`config.mk`:
```
export PLATFORM = sky130hd
export DESIGN_NAME = pit_channel
export DESIGN_NICKNAME = d
export VERILOG_FILES = /design/src/rtl/pit_pkg.sv /design/src/rtl/pit_digit_dec.sv /design/src/rtl/pit_edge.sv /design/src/rtl/pit_channel.sv
export SDC_FILE = /design/constraint.sdc
export NUM_CORES = 1
export LEC_CHECK = 0
export ABC_AREA = 1
export CELL_PAD_IN_SITES_DETAIL_PLACEMENT = 1
export CELL_PAD_IN_SITES_GLOBAL_PLACEMENT = 1
export CORE_UTILIZATION = 35
export CTS_BUF_LIST = sky130_fd_sc_hd__clkbuf_4
export CTS_CLUSTER_DIAMETER = 120
export DETAILED_ROUTE_END_ITERATION = 10
export GPL_TIMING_DRIVEN = 0
export PLACE_DENSITY_LB_ADDON = 0.1
export SYNTH_ARGS = -nofsm -noshare
export SYNTH_HDL_FRONTEND = slang
export SYNTH_SLANG_ARGS = --single-unit
```
`constraint.sdc`:
```
create_clock -name clk -period 6.3 [get_ports clk]
set_input_delay 1.26 -clock clk [delete_from_list [all_inputs] [get_ports clk]]
set_output_delay 1.26 -clock clk [all_outputs]
set_load 0.03 [all_outputs]
```
`src/rtl/pit_pkg.sv`:
```
package pit_pkg;

   typedef enum logic [2:0] {
      PM_TERM     = 3'd0,
      PM_ONESHOT  = 3'd1,
      PM_RATE     = 3'd2,
      PM_SQUARE   = 3'd3,
      PM_SWSTROBE = 3'd4,
      PM_HWSTROBE = 3'd5
   } pit_mode_e;

   // Codes 6 and 7 alias the two periodic modes
   function automatic pit_mode_e fold_mode(input logic [2:0] code);
      if (code[2] && code[1])
         return pit_mode_e'({1'b0, code[1:0]});
      return pit_mode_e'(code);
   endfunction

   function automatic logic gate_retriggers(input pit_mode_e m);
      return (m == PM_ONESHOT) || (m == PM_RATE) ||
             (m == PM_SQUARE)  || (m == PM_HWSTROBE);
   endfunction

endpackage

```
`src/rtl/pit_digit_dec.sv`:
```
// Subtract one from a value built of 4-bit digits; each digit wraps to
// 9 (decimal) or F (binary) and borrows from the digit above.
module pit_digit_dec #(
   parameter int CW = 16
) (
   input  logic [CW-1:0] val,
   input  logic          bcd,
   output logic [CW-1:0] res
);
   localparam int ND = CW / 4;

   logic [ND:0] brw;
   assign brw[0] = 1'b1;

   for (genvar i = 0; i < ND; i++) begin : g_dig
      logic [3:0] dig;
      assign dig = val[4*i +: 4];
      assign res[4*i +: 4] = !brw[i]       ? dig :
                             (dig == 4'd0) ? (bcd ? 4'd9 : 4'hF) :
                                             dig - 4'd1;
      assign brw[i+1] = brw[i] & (dig == 4'd0);
   end

endmodule

```
`src/rtl/pit_edge.sv`:
```
module pit_edge (
   input  logic clk,
   input  logic rst_n,
   input  logic sig,
   output logic rise
);
   logic sig_q;

   always_ff @(posedge clk) begin
      if (!rst_n) sig_q <= 1'b0;
      else        sig_q <= sig;
   end

   assign rise = sig & ~sig_q;

endmodule

```
`src/rtl/pit_channel.sv`:
```
module pit_channel
   import pit_pkg::*;
#(
   parameter int CW = 16
) (
   input  logic          clk,
   input  logic          rst_n,
   input  logic          cnt_en,
   input  logic          gate,
   input  logic          load,
   input  logic [CW-1:0] load_count,
   input  logic [2:0]    load_mode,
   input  logic          load_bcd,
   input  logic          snap_stb,
   output logic [CW-1:0] count_o,
   output logic          out_o,
   output logic          out_snap
);
   localparam logic [CW-1:0] ONE  = CW'(1);
   localparam logic [CW-1:0] TWO  = CW'(2);
   localparam logic [CW-1:0] ZERO = '0;

   if ((CW % 4) != 0 || CW < 8) begin : g_bad_width
      $error("pit_channel: CW must be a multiple of 4 and at least 8");
   end

   logic [CW-1:0] cnt, init_q, m1, m2;
   pit_mode_e     mode_q, mode_in;
   logic          bcd_q, run_q, first_q, low_half_q, out_q, snap_q;
   logic          gate_rise, init_is_one;

   pit_digit_dec #(.CW(CW)) u_dec1 (.val(cnt), .bcd(bcd_q), .res(m1));
   pit_digit_dec #(.CW(CW)) u_dec2 (.val(m1),  .bcd(bcd_q), .res(m2));
   pit_edge u_gate (.clk(clk), .rst_n(rst_n), .sig(gate), .rise(gate_rise));

   assign mode_in     = fold_mode(load_mode);
   assign init_is_one = (init_q == ONE);

   always_ff @(posedge clk) begin
      if (!rst_n) begin
         cnt        <= ZERO;
         init_q     <= ZERO;
         mode_q     <= PM_TERM;
         bcd_q      <= 1'b0;
         run_q      <= 1'b0;
         first_q    <= 1'b0;
         low_half_q <= 1'b0;
         out_q      <= 1'b1;
         snap_q     <= 1'b0;
      end else begin
         if (snap_stb) snap_q <= out_q;

         if (load) begin
            init_q     <= load_count;
            cnt        <= load_count;
            mode_q     <= mode_in;
            bcd_q      <= load_bcd;
            run_q      <= 1'b1;
            first_q    <= 1'b1;
            low_half_q <= 1'b0;
            out_q      <= (mode_in == PM_SQUARE);
         end else if (run_q && gate_rise && gate_retriggers(mode_q)) begin
            cnt        <= init_q;
            first_q    <= 1'b1;
            low_half_q <= 1'b0;
            out_q      <= (mode_q == PM_SQUARE);
         end else if (run_q && cnt_en) begin
            case (mode_q)
               PM_RATE: begin
                  if (cnt == ONE) begin
                     cnt   <= init_q;
                     out_q <= 1'b1;
                  end else begin
                     cnt   <= m1;
                     out_q <= 1'b0;
                  end
               end
               PM_SQUARE: begin
                  if (cnt == ONE || cnt == TWO) begin
                     if (!low_half_q && !init_is_one) begin
                        low_half_q <= 1'b1;
                        out_q      <= 1'b0;
                        cnt        <= {init_q[CW-1:1], 1'b0};
                     end else begin
                        low_half_q <= 1'b0;
                        out_q      <= 1'b1;
                        cnt        <= init_q;
                     end
                  end else begin
                     cnt <= m2;
                  end
               end
               PM_SWSTROBE, PM_HWSTROBE: begin
                  cnt   <= m1;
                  out_q <= first_q && (m1 == ZERO);
                  if (first_q && m1 == ZERO) first_q <= 1'b0;
               end
               default: begin
                  cnt <= m1;
                  if (first_q && m1 == ZERO) begin
                     out_q   <= 1'b1;
                     first_q <= 1'b0;
                  end
               end
            endcase
         end
      end
   end

   assign count_o  = cnt;
   assign out_o    = out_q;
   assign out_snap = snap_q;

endmodule

```
==> results.toml, run 1 <==
[status]
status = "finished, final reports clean"

[synthesis]
netlist_area_mm2 = 0.00338
syn_inst = 549
yosysWarnings = 0
ys_seq_elements = 42
synth_nets = 582
ys_types = 47
ys_seq_area_share_pct = 24.9
synth.avg_cell_area_um2 = 6.15

[clock_network]
clock_sinks = 42
cts_made_buffers = 5
clockBufferDepth = 2
hold_buffers = 0
cts_resized = 0
clock_latency_ns = 0.36
cts-root-buf = "clkbuf_4"
htreeDepth = 2
post-cts-setup-buffers = 0
clkSlewWorstSetupHoldPaths_ns = 0.13
cts_tree = "yes"

[worst_setup_path]
path_cells = "clkdlybuf4s50_1, and3_1, buf_2, nor2_2, nand2_1, buf_2, clkbuf_1, nand2_1, a21oi_1, nor2_1"
start_kind = "input port"
startpoint = "gate"
arrival_ns = 3.58
max_stage_delay_ns = 0.51
crit_slowest_cell = "clkbuf_1"
r2r_cells = 14
worst-path-max-fanout = 10
timing.rr.start = "count_o[0]$_SDFFE_PN0P_"
critPathKind = "in -> reg"
crit_required_ns = 6.55
worst_setup_path_end_kind = "register"

[sta]
rsz0062_at_grt = "no"
hold_slack_ns = 0.482
post-route-min-period_ns = 3.34
drv_slew = 0
timing.setup.tns_ns = 0
fin_crit_sh_pct = 53.0
fin_skew_ns = 0.0188
relSlewSlack_pct = 52.0
fmaxAchievable_mhz = 299
finalHoldViolCount = 0
tightest_slew_ns = 0.720
finalSetupViolations = 0

[run]
cap_violations = 0

[floorplan]
dieArea_mm2 = 0.0100
std_cell_rows = 35
die_x_um = 100
die_h_um = 100
start_util_pct = 36.4
core_area_mm2 = 0.00928
boundaryPins = 44

[pwr]
power_density_mw_per_mm2 = 215
p_leak_nw = 1.84
ir_drop_uv = 102

[detailed_routing]
routed_wl_um = 12200
ant_nets = 0
vias = 3873
routed_via_density = 5.33
wire_per_inst_um = 16.8
drt_pass1_iterations = 4
drt_iter0_markers = 197
drc = 0

[hold_path]
min_path_type = "reg -> reg"
min-delay-start = "out_o$_SDFFE_PN1P_"
min_path_cells = 2

[cells_and_area]
syn_to_final_growth_pct = 18.8
multi_input_area_mm2 = 0.00224
nFillCells = 1278
antenna_cells = 0
seq_area_um2 = 841
fin_cells = 727
final_area_mm2 = 0.00401
nets = 631
final_layout_size_suffix_gt1_share_pct = 9.03

[placement]
io_buffers = 42
place.gp.congestion = 0.925
place_area_mm2 = 0.00396
dp.cells = 720
dp_hpwl_um = 9500

[global_route]
grt_pass1_vias = 3910
grt_remaining_overflow = 0
grt_pass1_wl_um = 19700
track_usage_pct = 25.4
grt_max_degree = 13
antenna_found_initial = 0
per-layer routing:
metal / up-vias / GRT usage (%) / routed length (µm)
li1: 1915 / - / -
met1: 1862 / 34.4 / 5560
met2: 84 / 43.2 / 5810
met3: 12 / 2.65 / 639
met4: 0 / 6.35 / 188
met5: - / 0 / 0
critical path, delay by kind of cell:
kind	cells	cell delay, ns
and+or+nand+nor	5	0.56
AOI/OAI and AO/OA	1	0.23
buffers and inverters	4	1.54
where the power goes:
| group | internal (mW) | switching (mW) | leakage (nW) |
|---|---|---|---|
| Sequential | 0.286 | 0.0254 | 0.348 |
| Combinational | 0.142 | 0.266 | 1.47 |
| Clock | 0.0462 | 0.0960 | 0.0278 |
registers in the layout, indices dropped and copies added, names as in the netlist:
signal / flops
out_snap: 1
low_half_q: 1
out_o: 1
bcd_q: 1
run_q: 1
init_q: 16
first_q: 1
count_o: 16
u_gate.sig_q: 1
mode_q: 3
kinds of logic after synthesis:
kind of cell	synth area share, %
simple gates	41.7
compound gates	21.1
buf+inv	8.93
xor+xnor	0.778
flops	24.9
fa+ha+maj	2.59
metrics by stage:
step	setup WS [ns]	utilization, %	power, mW
4_1_cts	3.00	43.2	0.869
6_report	2.96	43.2	0.862
2_1_floorplan	3.79	-	0.603
5_1_grt	2.88	43.2	0.926
3_3_place_gp	2.65	42.7	0.714
3_5_place_dp	2.61	42.7	0.724
cell usage after synthesis (all sizes together):
cell     instances  area (µm²)
or2              1        8.76
a221oi           5        43.8
clkbuf           8        30.0
nand3           44         248
nor3             5        36.3
nand4            7        43.8
o31ai            1        7.51
a31o             1        8.76
a211oi           1        7.51
nor4             2        12.5
xnor2            1        8.76
a2111oi          1        10.0
a21oi           53         284
and3             1        6.26
a31oi            5        37.5
nor3b            1        12.5
o2111ai          4        41.3
o21bai           1        7.51
nand2          187         764
o221ai           1        8.76
dfxtp           42         841
xor2             2        17.5
buf              6        28.8
a21boi           2        15.0
o211ai           5        37.5
ha               7        87.6
o21ai           40         204
inv             64         243
nor2            51         277
worst paths after layout:
path                                    to  slack (ns)
hold reg to reg      out_snap$_SDFFE_PN0P_        0.48
setup / recovery  count_o[10]$_SDFFE_PN0P_        2.96
setup reg to reg  count_o[12]$_SDFFE_PN0P_        3.61
hold / removal       out_snap$_SDFFE_PN0P_        0.48
layout make-up:
| cell class | count | area share [%] |
|---|---|---|
| flip-flops and latches | 42 | 21.0 |
| repair buffers | 42 | 10.5 |
| inverters | 64 | 6.05 |
| multi-input cells | 429 | 55.7 |
| clock inverters | 1 | 0.187 |
| well taps | 129 | 4.02 |
| clock buffers | 6 | 1.12 |
| plain buffers | 14 | 1.47 |
cell usage in the layout (no fill, tap or decap), types with 2 or more instances in the layout:
cell / count
nand4_1: 7
o21ai_0: 36
clkdlybuf4s50_1: 42
nor2_4: 4
nor2_2: 9
a221oi_1: 5
nand3_1: 40
buf_2: 2
nand2_1: 176
nand2_4: 7
o2111ai_1: 3
xor2_1: 2
clkbuf_1: 8
o211ai_1: 5
nand3_2: 3
a21oi_1: 50
nor3_1: 4
o21ai_1: 3
nor4_1: 2
ha_1: 7
dfxtp_1: 42
nor2_1: 36
nand2_2: 4
a31oi_1: 4
inv_1: 60
clkbuf_4: 6
inv_2: 3
a21boi_0: 2
buf_1: 3
a21oi_2: 2
nor2_8: 2
(Power assumes the default switching activity.)
==> run 2, diff against run 1 <==
clock period = 2.8 ns   (was 6.3 ns; I/O delays follow)
==> results.toml, run 2 (synthesized netlist as in run 1, its figures left out) <==
[placement]
place.gp.congestion = 0.925
dp.cells = 720
dp_hpwl_um = 9500
place_area_mm2 = 0.00396
io_buffers = 42

[status]
status = "finished, final reports clean"

[cells_and_area]
nFillCells = 1278
final_area_mm2 = 0.00405
syn_to_final_growth_pct = 19.7
antenna_cells = 0
final_core_util_pct = 43.6
mostFrequentLayoutCell = "nand2_1"
fin_cells = 729
nets = 633
layout_common_cells = "nand2_1 (175), inv_1 (60), a21oi_1 (50)"
final_layout_size_suffix_gt1_share_pct = 10.0

[global_route]
track_usage_pct = 25.4
grt_pass1_wl_um = 19700
grt_remaining_overflow = 0
antenna_found_initial = 0
grt_pass1_vias = 3910
grt_max_degree = 13

[floorplan]
dieArea_mm2 = 0.0100
boundaryPins = 44
core_area_mm2 = 0.00928
die_x_um = 100
std_cell_rows = 35
start_util_pct = 36.4
die_h_um = 100

[worst_setup_path]
worst_setup_path_end_kind = "register"
worst-path-max-fanout = 10
start_kind = "input port"
crit_required_ns = 3.06
critPathKind = "in -> reg"
arrival_ns = 2.90

[detailed_routing]
drc = 0
drt_pass1_iterations = 5
drt_iter0_markers = 153
ant_nets = 0
wire_per_inst_um = 17.0
routed_via_density = 5.35
vias = 3902
routed_wl_um = 12400

[clock_network]
cts_tree = "yes"
clock_latency_ns = 0.36
cts_made_buffers = 5
cts-root-buf = "clkbuf_4"
clkSlewWorstSetupHoldPaths_ns = 0.13
clock_sinks = 42
htreeDepth = 2
clockBufferDepth = 2

[sta]
relSlewSlack_pct = 46.1
post-route-min-period_ns = 2.65
finalSetupViolations = 0
fin_skew_ns = 0.0123
hold_slack_ns = 0.482
fin_crit_sh_pct = 94.5
rsz0062_at_grt = "no"
tightest_slew_ns = 0.806
drv_slew = 0
fmaxAchievable_mhz = 378
finalHoldViolCount = 0

[pwr]
p_clk_share_pct = 16.6
power_density_mw_per_mm2 = 483
power_frac_seq_pct = 35.9
p_leak_nw = 1.85
ir_drop_uv = 230
intPower_mw = 1.07
power.switching_uw = 883
combPwrFrac_pct = 47.5
switching_share_pct = 45.2

[hold_path]
min_path_type = "reg -> reg"

[run]
cap_violations = 0
[run 2: through the flow]
step	total power, mW	setup TNS, ns	setup WS (ns)
after floorplan	1.36	0	0.433
after global placement	1.61	-0.517	-0.148
after detailed placement	1.63	-0.951	-0.187
after CTS	1.96	0	0.117
after global routing	2.09	0	0.0130
final	1.95	0	0.154
[run 2: area by class of cell]
cell class | count | area, µm² | area share (%)
multi-input cells | 429 | 2250 | 55.7
flip-flops and latches | 42 | 842 | 20.8
repair buffers | 44 | 435 | 10.8
inverters | 64 | 243 | 6.00
well taps | 129 | 161 | 3.99
plain buffers | 14 | 58.8 | 1.45
clock buffers | 6 | 45.0 | 1.11
clock inverters | 1 | 7.51 | 0.186
[run 2: final timing paths]
path / start / endpoint / slack (ns) / cells after the start
worst min register to register: out_o$_SDFFE_PN1P_ / out_snap$_SDFFE_PN0P_ / 0.48 / 2
worst max register to register: mode_q[2]$_SDFFE_PN0P_ / count_o[10]$_SDFFE_PN0P_ / 0.18 / 12
worst min-delay path: out_o$_SDFFE_PN1P_ / out_snap$_SDFFE_PN0P_ / 0.48 / 2
worst max-delay path: gate / count_o[10]$_SDFFE_PN0P_ / 0.15 / 10
[run 2: power groups by stage]
stage	sequential, mW	clock (mW)	combinational [mW]
CTS	0.702	0.334	0.920
global route	0.711	0.353	1.03
global placement	0.714	0	0.894
finish	0.702	0.325	0.927
floorplan	0.753	0	0.604
detailed placement	0.715	0	0.915
[run 2: timing repair]
item | CTS | global route
setup endpoints to repair | 0 | 10
buffers inserted | 0 | 2
hold buffers | 0 | 0
gates resized for setup | 0 | 5
[run 2: critical path, cell delays in order]
cell and delay (ns):
clkdlybuf4s50_1 0.47, and3_1 0.15, buf_2 0.25, nor2_2 0.13, nand2_1 0.11, buf_2 0.31
clkbuf_1 0.52, nand2_1 0.11, a21oi_1 0.23, nor2_1 0.06
[run 2: per-layer routing]
metal	vias to the layer above	part of all wire (%)	GRT usage (%)
li1	1916	-	-
met1	1878	47	34.4
met2	92	48	43.2
met3	16	3.5	2.65
met4	0	1.7	6.35
met5	-	0	0
==> run 3, diff against run 2 <==
HOLD_SLACK_MARGIN = 0.05   (was not set)
==> results of run 3 <==
Final layout, timing and power as in run 2 (identical DEF).
